File: src/rtl/da_fir_pkg.sv
`timescale 1ns/1ps
package da_fir_pkg;

  // Strobes from the sequencer to the datapath
  typedef struct packed {
    logic load;   // accept a sample, clear accumulator and pre-add carries
    logic step;   // consume one serial bit on every tap
    logic last;   // the bit being consumed carries negative weight
  } daStrobe_t;

  typedef enum logic {
    ST_IDLE,
    ST_SHIFT
  } daState_t;

endpackage

File: src/rtl/da_fir_ctrl.sv
`timescale 1ns/1ps
module da_fir_ctrl
  import da_fir_pkg::*;
#(
  parameter int SER_W = 9,
  localparam int CNT_W = $clog2(SER_W + 1)
) (
  input  logic      clk,
  input  logic      rstN,
  input  logic      sampleLoad,
  output daStrobe_t stb,
  output logic      running
);

  daState_t         state;
  logic [CNT_W-1:0] bitCnt;

  always_ff @(posedge clk or negedge rstN) begin
    if (!rstN) begin
      state  <= ST_IDLE;
      bitCnt <= '0;
    end else begin
      case (state)
        ST_IDLE: begin
          if (sampleLoad) begin
            state  <= ST_SHIFT;
            bitCnt <= '0;
          end
        end
        ST_SHIFT: begin
          bitCnt <= bitCnt + 1'b1;
          if (bitCnt == CNT_W'(SER_W - 1)) state <= ST_IDLE;
        end
        default: state <= ST_IDLE;
      endcase
    end
  end

  assign running = (state == ST_SHIFT);

  always_comb begin
    stb.load = sampleLoad && !running;
    stb.step = running;
    stb.last = running && (bitCnt == CNT_W'(SER_W - 1));
  end

endmodule

File: src/rtl/da_fir_table.sv
`timescale 1ns/1ps
module da_fir_table #(
  parameter int ADDR_W = 3,
  parameter int COEF_W = 8,
  parameter logic [ADDR_W*COEF_W-1:0] TBL_COEFS = '0,
  localparam int TBL_W = COEF_W + ADDR_W,
  localparam int DEPTH = 1 << ADDR_W
) (
  input  logic [ADDR_W-1:0]       addr,
  output logic signed [TBL_W-1:0] entry
);

  // Sum of the coefficients whose address bit is set
  function automatic logic signed [TBL_W-1:0] partialSum(input int a);
    logic signed [TBL_W-1:0] s;
    s = '0;
    for (int j = 0; j < ADDR_W; j++) begin
      if (a[j]) s = s + TBL_W'($signed(TBL_COEFS[j*COEF_W +: COEF_W]));
    end
    return s;
  endfunction

  logic signed [TBL_W-1:0] sums [DEPTH];

  for (genvar e = 0; e < DEPTH; e++) begin : g_entry
    assign sums[e] = partialSum(e);
  end

  assign entry = sums[addr];

endmodule

File: src/rtl/da_fir_datapath.sv
`timescale 1ns/1ps
module da_fir_datapath
  import da_fir_pkg::*;
#(
  parameter int NUM_TAPS = 6,
  parameter int DATA_W = 8,
  parameter int COEF_W = 8,
  parameter bit SYMMETRIC = 1'b1,
  parameter int SER_W = 9,
  parameter int ADDR_W = 3,
  parameter int RES_W = 21,
  parameter logic [ADDR_W*COEF_W-1:0] TBL_COEFS = '0,
  localparam int TBL_W = COEF_W + ADDR_W
) (
  input  logic                     clk,
  input  logic                     rstN,
  input  daStrobe_t                stb,
  input  logic signed [DATA_W-1:0] sampleIn,
  output logic signed [RES_W-1:0]  result,
  output logic                     resultValid
);

  logic signed [DATA_W-1:0] tapWord  [NUM_TAPS];
  logic signed [DATA_W-1:0] feedWord [NUM_TAPS];
  logic [SER_W-1:0]         tapSer   [NUM_TAPS];
  logic [ADDR_W-1:0]        tblAddr;
  logic signed [TBL_W-1:0]  tblOut;
  logic signed [TBL_W:0]    tblExt;
  logic signed [TBL_W:0]    accHi;
  logic signed [TBL_W:0]    accSum;
  logic [SER_W-1:0]         accLo;

  // Delay line of whole words, plus a serial copy of each tap
  for (genvar t = 0; t < NUM_TAPS; t++) begin : g_tap
    if (t == 0) begin : g_head
      assign feedWord[t] = sampleIn;
    end else begin : g_body
      assign feedWord[t] = tapWord[t-1];
    end

    always_ff @(posedge clk or negedge rstN) begin
      if (!rstN) begin
        tapWord[t] <= '0;
        tapSer[t]  <= '0;
      end else if (stb.load) begin
        tapWord[t] <= feedWord[t];
        tapSer[t]  <= SER_W'(feedWord[t]);
      end else if (stb.step) begin
        tapSer[t]  <= {tapSer[t][SER_W-1], tapSer[t][SER_W-1:1]};
      end
    end
  end

  // Table address: raw tap bits, or serial pre-added pairs
  if (SYMMETRIC) begin : g_sym
    for (genvar p = 0; p < NUM_TAPS / 2; p++) begin : g_pair
      logic aBit, bBit, carry;
      assign aBit = tapSer[p][0];
      assign bBit = tapSer[NUM_TAPS-1-p][0];
      assign tblAddr[p] = aBit ^ bBit ^ carry;

      always_ff @(posedge clk or negedge rstN) begin
        if (!rstN)         carry <= 1'b0;
        else if (stb.load) carry <= 1'b0;
        else if (stb.step) carry <= (aBit & bBit) | (aBit & carry) | (bBit & carry);
      end
    end
    if (NUM_TAPS % 2 == 1) begin : g_mid
      assign tblAddr[NUM_TAPS/2] = tapSer[NUM_TAPS/2][0];
    end
  end else begin : g_plain
    for (genvar t = 0; t < NUM_TAPS; t++) begin : g_bit
      assign tblAddr[t] = tapSer[t][0];
    end
  end

  da_fir_table #(
    .ADDR_W   (ADDR_W),
    .COEF_W   (COEF_W),
    .TBL_COEFS(TBL_COEFS)
  ) u_table (
    .addr (tblAddr),
    .entry(tblOut)
  );

  // Scaling accumulator: add or subtract, then halve; shifted-out bits kept
  assign tblExt = {tblOut[TBL_W-1], tblOut};
  assign accSum = stb.last ? (accHi - tblExt) : (accHi + tblExt);

  always_ff @(posedge clk or negedge rstN) begin
    if (!rstN) begin
      accHi       <= '0;
      accLo       <= '0;
      result      <= '0;
      resultValid <= 1'b0;
    end else begin
      resultValid <= stb.last;
      if (stb.load) begin
        accHi <= '0;
        accLo <= '0;
      end else if (stb.step) begin
        accHi <= accSum >>> 1;
        accLo <= {accSum[0], accLo[SER_W-1:1]};
      end
      if (stb.last) begin
        result <= {accSum[TBL_W], accSum[TBL_W:1], accSum[0], accLo[SER_W-1:1]};
      end
    end
  end

endmodule

File: src/rtl/da_fir.sv
`timescale 1ns/1ps
module da_fir
  import da_fir_pkg::*;
#(
  parameter int NUM_TAPS = 6,
  parameter int DATA_W = 8,
  parameter int COEF_W = 8,
  parameter bit SYMMETRIC = 1'b1,
  parameter logic [NUM_TAPS*COEF_W-1:0] COEFS =
    {8'h03, 8'hFB, 8'h0C, 8'h0C, 8'hFB, 8'h03},
  localparam int SER_W = DATA_W + (SYMMETRIC ? 1 : 0),
  localparam int ADDR_W = SYMMETRIC ? (NUM_TAPS + 1) / 2 : NUM_TAPS,
  localparam int RES_W = COEF_W + ADDR_W + 1 + SER_W
) (
  input  logic                     clk,
  input  logic                     rstN,
  input  logic                     sampleLoad,
  input  logic signed [DATA_W-1:0] sampleIn,
  output logic signed [RES_W-1:0]  result,
  output logic                     resultValid
);

  daStrobe_t stb;
  logic      running;

  da_fir_ctrl #(
    .SER_W(SER_W)
  ) u_ctrl (
    .clk       (clk),
    .rstN      (rstN),
    .sampleLoad(sampleLoad),
    .stb       (stb),
    .running   (running)
  );

  da_fir_datapath #(
    .NUM_TAPS (NUM_TAPS),
    .DATA_W   (DATA_W),
    .COEF_W   (COEF_W),
    .SYMMETRIC(SYMMETRIC),
    .SER_W    (SER_W),
    .ADDR_W   (ADDR_W),
    .RES_W    (RES_W),
    .TBL_COEFS(COEFS[ADDR_W*COEF_W-1:0])
  ) u_dp (
    .clk        (clk),
    .rstN       (rstN),
    .stb        (stb),
    .sampleIn   (sampleIn),
    .result     (result),
    .resultValid(resultValid)
  );

endmodule

File: config.mk
export PLATFORM = sky130hd
export DESIGN_NAME = da_fir
export DESIGN_NICKNAME = d
export VERILOG_FILES = /design/src/rtl/da_fir_pkg.sv /design/src/rtl/da_fir_ctrl.sv /design/src/rtl/da_fir_table.sv /design/src/rtl/da_fir_datapath.sv /design/src/rtl/da_fir.sv
export SDC_FILE = /design/constraint.sdc
export NUM_CORES = 1
export LEC_CHECK = 0
export BUFFER_PORTS_ARGS = -buffer_cell sky130_fd_sc_hd__buf_2
export CAP_MARGIN = 20
export CORE_ASPECT_RATIO = 1.1
export CORE_UTILIZATION = 50
export DETAILED_ROUTE_END_ITERATION = 8
export PLACE_DENSITY_LB_ADDON = 0.08
export SLEW_MARGIN = 20
export SYNTH_ARGS = -nofsm -noshare
export SYNTH_HDL_FRONTEND = slang
export SYNTH_SLANG_ARGS = --single-unit
File: constraint.sdc
create_clock -name clk -period 4.4 [get_ports clk]
set_clock_uncertainty 0.05 [all_clocks]
set_input_delay 0.44 -clock clk [delete_from_list [all_inputs] [get_ports clk]]
set_output_delay 0.44 -clock clk [all_outputs]
set_load 0.02 [all_outputs]
# Word level (Yosys, flattened, before mapping)
# Memories as Yosys holds them, arrays and structs flattened.
# Cells that the tools add are included.
# Widths: inputs -> output; s select.
# word_totals
ff_bits	144
rom_bits	88
inputBits	11
out_inout_bits	22
wordCells	90
n_memories	1
# op_classes
n_addsub	3
order_cmp	1
eq_ne	2
muxes	30
n_bitwise	23
n_reduce_logical	4
# mem_list
memory	depth	word_bits	read_ports	rd_ports_with_merged_regs	write_ports	line_no	rtl
(no name shown)	8	11	1	0	0	da_fir_table.sv:29	assign entry = sums[addr];
# ops
op	n
$mux 9	8
$mux 8	6
$mux 12	3
$mux 11	2
$add 12x11->12	1
$sub 12x11->12	1
$and 1x1->1	9
$mux 1	8
$pmux 4 s2	1
$or 1x1->1	6
$xor 1x1->1	6
$add 4x1->4 const B	1
$eq 4x4->1 const B	1
$ge 4x4->1 const B	1
$mux 4	1
$not 3->4	1
$logic_and 1x1->1	2
$ne 2x2->1 const B	1
$pmux 1 s2	1
$reduce_bool 2->1	1
$logic_not 1->1	1
$not 1->1	1

# Longest topological paths before layout
# depth
ltp_word	10
mapped_depth	16
ltp_nobuf	15

# By module
# A second synthesis with hierarchy kept.
# hier_totals
hier_cells	645
area_unflattened_um2	6708.9
# by_module_without_submodules
mod	instances	cells_each	area_per_inst_um2	seq_area_each_um2
da_fir_datapath	1	601	6303.5	3428.3
da_fir_ctrl	1	25	274.0	125.1
da_fir_table	1	19	131.4	0.0

# Least setup slack after synthesis
# No wires, ideal clock.
# synth_timing
path_type	register to register
startpoint	reg u_dp.g_sym.g_pair[1].carry
endpoint	reg u_dp.result[19] (netlist name)
setup_ns	0.125
t_arrival_ns	3.365
required_time_ns	4.225
setup_slack_ns	0.860
stages_incl_launch_ff	16
path_buffers	1
synth_period_minus_slack_ns	3.540
path_cell_list	dfrtp_1 > fa_1 > inv_1 > ha_1 > clkbuf_1 > ha_1 > nand3_1 > ha_1 > nor2_1 > nor2_1 > ha_1 > a21oi_1 > o211a_1 > o221ai_1 > xor2_1 > mux2_2
# synth_via
elab_chain_len	7
word_cells_on_any_way	8
classes_between	add/sub: 2; mux: 3; bitwise: 2; memory: 1
# synth_rtl
item	line_no	rtl
start: declaration	da_fir_datapath.sv:57	logic aBit, bBit, carry;
start signal: assignment	da_fir_datapath.sv:65	else if (stb.step) carry <= (aBit & bBit) | (aBit & carry) | (bBit & carry);
$xor 1x1->1 *	da_fir_datapath.sv:60	assign tblAddr[p] = aBit ^ bBit ^ carry;
$not 3->4 (implied by the code) *	da_fir_table.sv:29	
$mem_v2 8x11 *	n/a	
$mux 11 (implied by the code) * (2 in a row)	da_fir_table.sv:29	
$add 12x11->12 / $sub 12x11->12 (equally long branches)	da_fir_datapath.sv:88	assign accSum = stb.last ? (accHi - tblExt) : (accHi + tblExt);
$mux 12 *	da_fir_datapath.sv:88	
# Mark *: on every way between the ends. The rest lies on a longest branch, timed or not. The select of a mux whose other input is x is not followed.
# A chain may end at the register's enable or synchronous reset.

# Worst setup path after layout
# layout_timing
startpoint	reg u_dp.g_sym.g_pair[1].carry
endpoint	reg u_dp.result[19] (netlist name)
# layout_via
elab_chain_len	7
word_cells_on_any_way	8
classes_between	add/sub: 2; mux: 3; bitwise: 2; memory: 1
# layout_rtl
item	line_no
$xor 1x1->1 *	da_fir_datapath.sv:60
$not 3->4 (implied by the code) *	da_fir_table.sv:29
$mem_v2 8x11 *	n/a
$mux 11 (implied by the code) * (2 in a row)	da_fir_table.sv:29
$add 12x11->12 / $sub 12x11->12 (equally long branches)	da_fir_datapath.sv:88
$mux 12 *	da_fir_datapath.sv:88
# Marked as above.

==> metrics.csv <==
stage,metric,value,unit
cts,cts.reportedPaths.clkPinSlew,0.05,ns
setup_path,crit_fanout,5,
route,drt-total-wl,11800,µm
setup_path,crit_required,4.65,ns
place,gp_congestion,0.840,
synthesis,yosysSeqAreaShare,55.8,%
synthesis,netlist.area_leader.share,55.8,%
grt,grt_pass1_wl,20700,µm
cts,cts_resized,0,
route,top_layer,met4,
synthesis,netlist_area,6370,µm²
synthesis,synthTopCellsByArea,"dfrtp_1, nand2_1, mux2i_1, o21ai_0, ha_1",
route,wire_per_inst,14.2,µm
place,io_buffers,32,
sta,hold_violations,0,
finish,area_growth,14.8,%
worst_hold_path,hold_path_class,in -> async,
setup_path,end_kind,register,
sta,fin_crit,3.82,ns
die,io_pins,33,
route,wl_met2,5970,µm
die,core-area,12200,µm²
route,drcViolationCount,0,
synthesis,ys.flop_type,dfrtp_1,
synthesis,yosysTopAreaCell,dfrtp_1,
die,rows,42,
sta,setup_viol,0,
route,firstDrtPassIters,4,
place,hpwlAfterDp,7180,µm
grt,grt.overflow.total,0,
run_status,status,"finished, final reports clean",
die,die_x,110,µm
synthesis,syn_inst,645,
synthesis,synth_edf_count,0,
cts,numCtsBuffers,17,
setup_path,cp-start-kind,register,
die,initial_utilization,52.0,%
grt,grt_max_degree,119,
cts,postCtsSetupRepairBufs,0,
grt,grt_usage,20.4,%
route,drt_iter0_markers,222,
grt,first_global_vias,4578,
synthesis,ys_ff_latch,142,
route,ant_nets,0,
sta,slew_headroom,37.1,%
cts,cts.sinks,142,
setup_path,critPathLaunch,u_dp.g_sym.g_pair[1].carry$_DFFE_PN0P_,
finish,drive_gt1_share,12.6,%
cts,cts_tree,done,
finish,final_nets,699,
synthesis,syn_nets,680,
synthesis,ys_types,37,
synthesis,synthArstFlopShare,100,%
route,via_per_inst,5.30,
sta,fmax,0.262,GHz
route,num_vias,4406,
synthesis,synth.avg_cell_area,9.88,µm²
setup_path,reg2reg_from,u_dp.g_sym.g_pair[1].carry$_DFFE_PN0P_,
sta,rsz0062_at_grt,no,
die,fp.dieH,120,µm
cts,cts_hold_buf,0,
job,maxCapViolations,0,
route,wirelength_met1,5300,µm
sta,fin_tns_setup,0,ns
cts,clk_latency,0.42,ns
setup_path,critPathKind,reg -> reg,
synthesis,yosysWarningCount,0,
grt,antenna_found_initial,0,
route,dr_wl_met3,294,µm
synthesis,ys_top_cells_by_count,"nand2_1, dfrtp_1, o21ai_0",
cts,cts_htree_levels,4,
cts,clockBufferDepth,2,
synthesis,yosysMostFrequentCell,nand2_1,
setup_path,cp_data_arrival_time,4.07,ns
sta,worst_slew_pin_slew,0.944,ns
finish,diodes,0,
sta,timing.final.crit_share,86.8,%
cts,cts-root-buf,clkbuf_16,
die,die_area,13200,µm²
sta,slew_viol_final,0,
sequential cells by signal (all words and copies together) (netlist names):
register	count
u_dp.tapSer	48
u_dp.feedWord	40
u_dp.result	20
u_dp.accHi	11
u_dp.accLo	8
u_ctrl.bitCnt	4
u_dp.g_sym.g_pair.aBit	3
u_dp.g_sym.g_pair.bBit	3
u_dp.g_sym.g_pair.carry	3
u_ctrl.running	1
u_dp.resultValid	1
final timing paths:
check / endpoint / slack, ns / cells past startpoint
worst min register to register: u_dp.result[11]$_DFFE_PN0P_ / 0.41 / 2
min in group clk: u_dp.feedWord[37]$_DFFE_PN0P_ / 0.17 / 3
max in group asynchronous: u_dp.tapSer[47]$_DFFE_PN0P_ / 3.40 / 2
worst min-delay path: u_dp.result[14]$_DFFE_PN0P_ / 0.05 / 1
worst max-delay path: u_dp.result[19]$_DFFE_PN0P_ / 0.58 / 14
worst max register to register: u_dp.result[19]$_DFFE_PN0P_ / 0.58 / 14
final cells by class:
class                   instances  area (µm²)
inverters                      16        62.6
clock buffers                  21         470
fillers                      1069        4930
multi-input cells             449        2610
clock inverters                11         210
well taps                     154         193
flip-flops and latches        142        3560
repair buffers                 38         214
cell families (layout without fill, tap and decap cells):
| group | count (synthesis) | after routing | synth area share [%] |
|---|---|---|---|
| AND/OR/NAND/NOR | 260 | 260 | 16.2 |
| flip-flops | 142 | 142 | 55.8 |
| AO/OA/AOI/OAI | 104 | 104 | 9.78 |
| buffers and inverters | 54 | 86 | 3.46 |
| multiplexers | 48 | 48 | 7.66 |
| adder cells (fa/ha/maj) | 24 | 24 | 5.19 |
| XOR/XNOR | 13 | 13 | 1.91 |
layout by cell type (no fill, tap or decap), types with 7 or more instances in the layout:
master / count
ha_1: 20
a21oi_1: 14
xnor2_1: 7
dfrtp_1: 141
inv_1: 15
nor2_1: 13
clkbuf_16: 17
o21ai_0: 54
nand2_1: 232
buf_2: 31
a22o_1: 18
a31oi_1: 7
mux2i_1: 42
critical path: stages (launching register included):
cell and delay (ns):
dfrtp_1 0.40, fa_1 0.56, ha_1 0.24, nand2_1 0.06, o21ai_0 0.13, nor3b_1 0.34
ha_1 0.26, nor2_4 0.05, xnor2_2 0.15, ha_1 0.38, nand4_1 0.18, or2_2 0.31
o221ai_1 0.20, xor2_1 0.11, mux2_2 0.27
per-stage QoR:
step / setup WS, ns / std cells / area [µm²] / util (%) / hold WS [ns]
6_report: 0.579 / 831 / 7310 / 59.7 / 0.0496
5_1_grt: 0.351 / 831 / 7310 / 59.7 / 0.179
4_1_cts: 0.566 / 831 / 7310 / 59.7 / 0.153
3_5_place_dp: 0.605 / 799 / 6630 / 54.1 / 0.407
3_3_place_gp: 0.697 / 799 / 6630 / 54.1 / 0.402
2_1_floorplan: 0.860 / 645 / 6370 / - / 0.0944
per-layer routing:
layer	global-route usage, %	up-vias
met1	23.9	2175
met3	5.39	17
met4	7.92	0
met2	35.4	47
li1	-	2167
met5	0	-
Power is left out: the tool's default activity adds up to more than one toggle a clock period on the data nets, which glitch-free logic cannot reach.
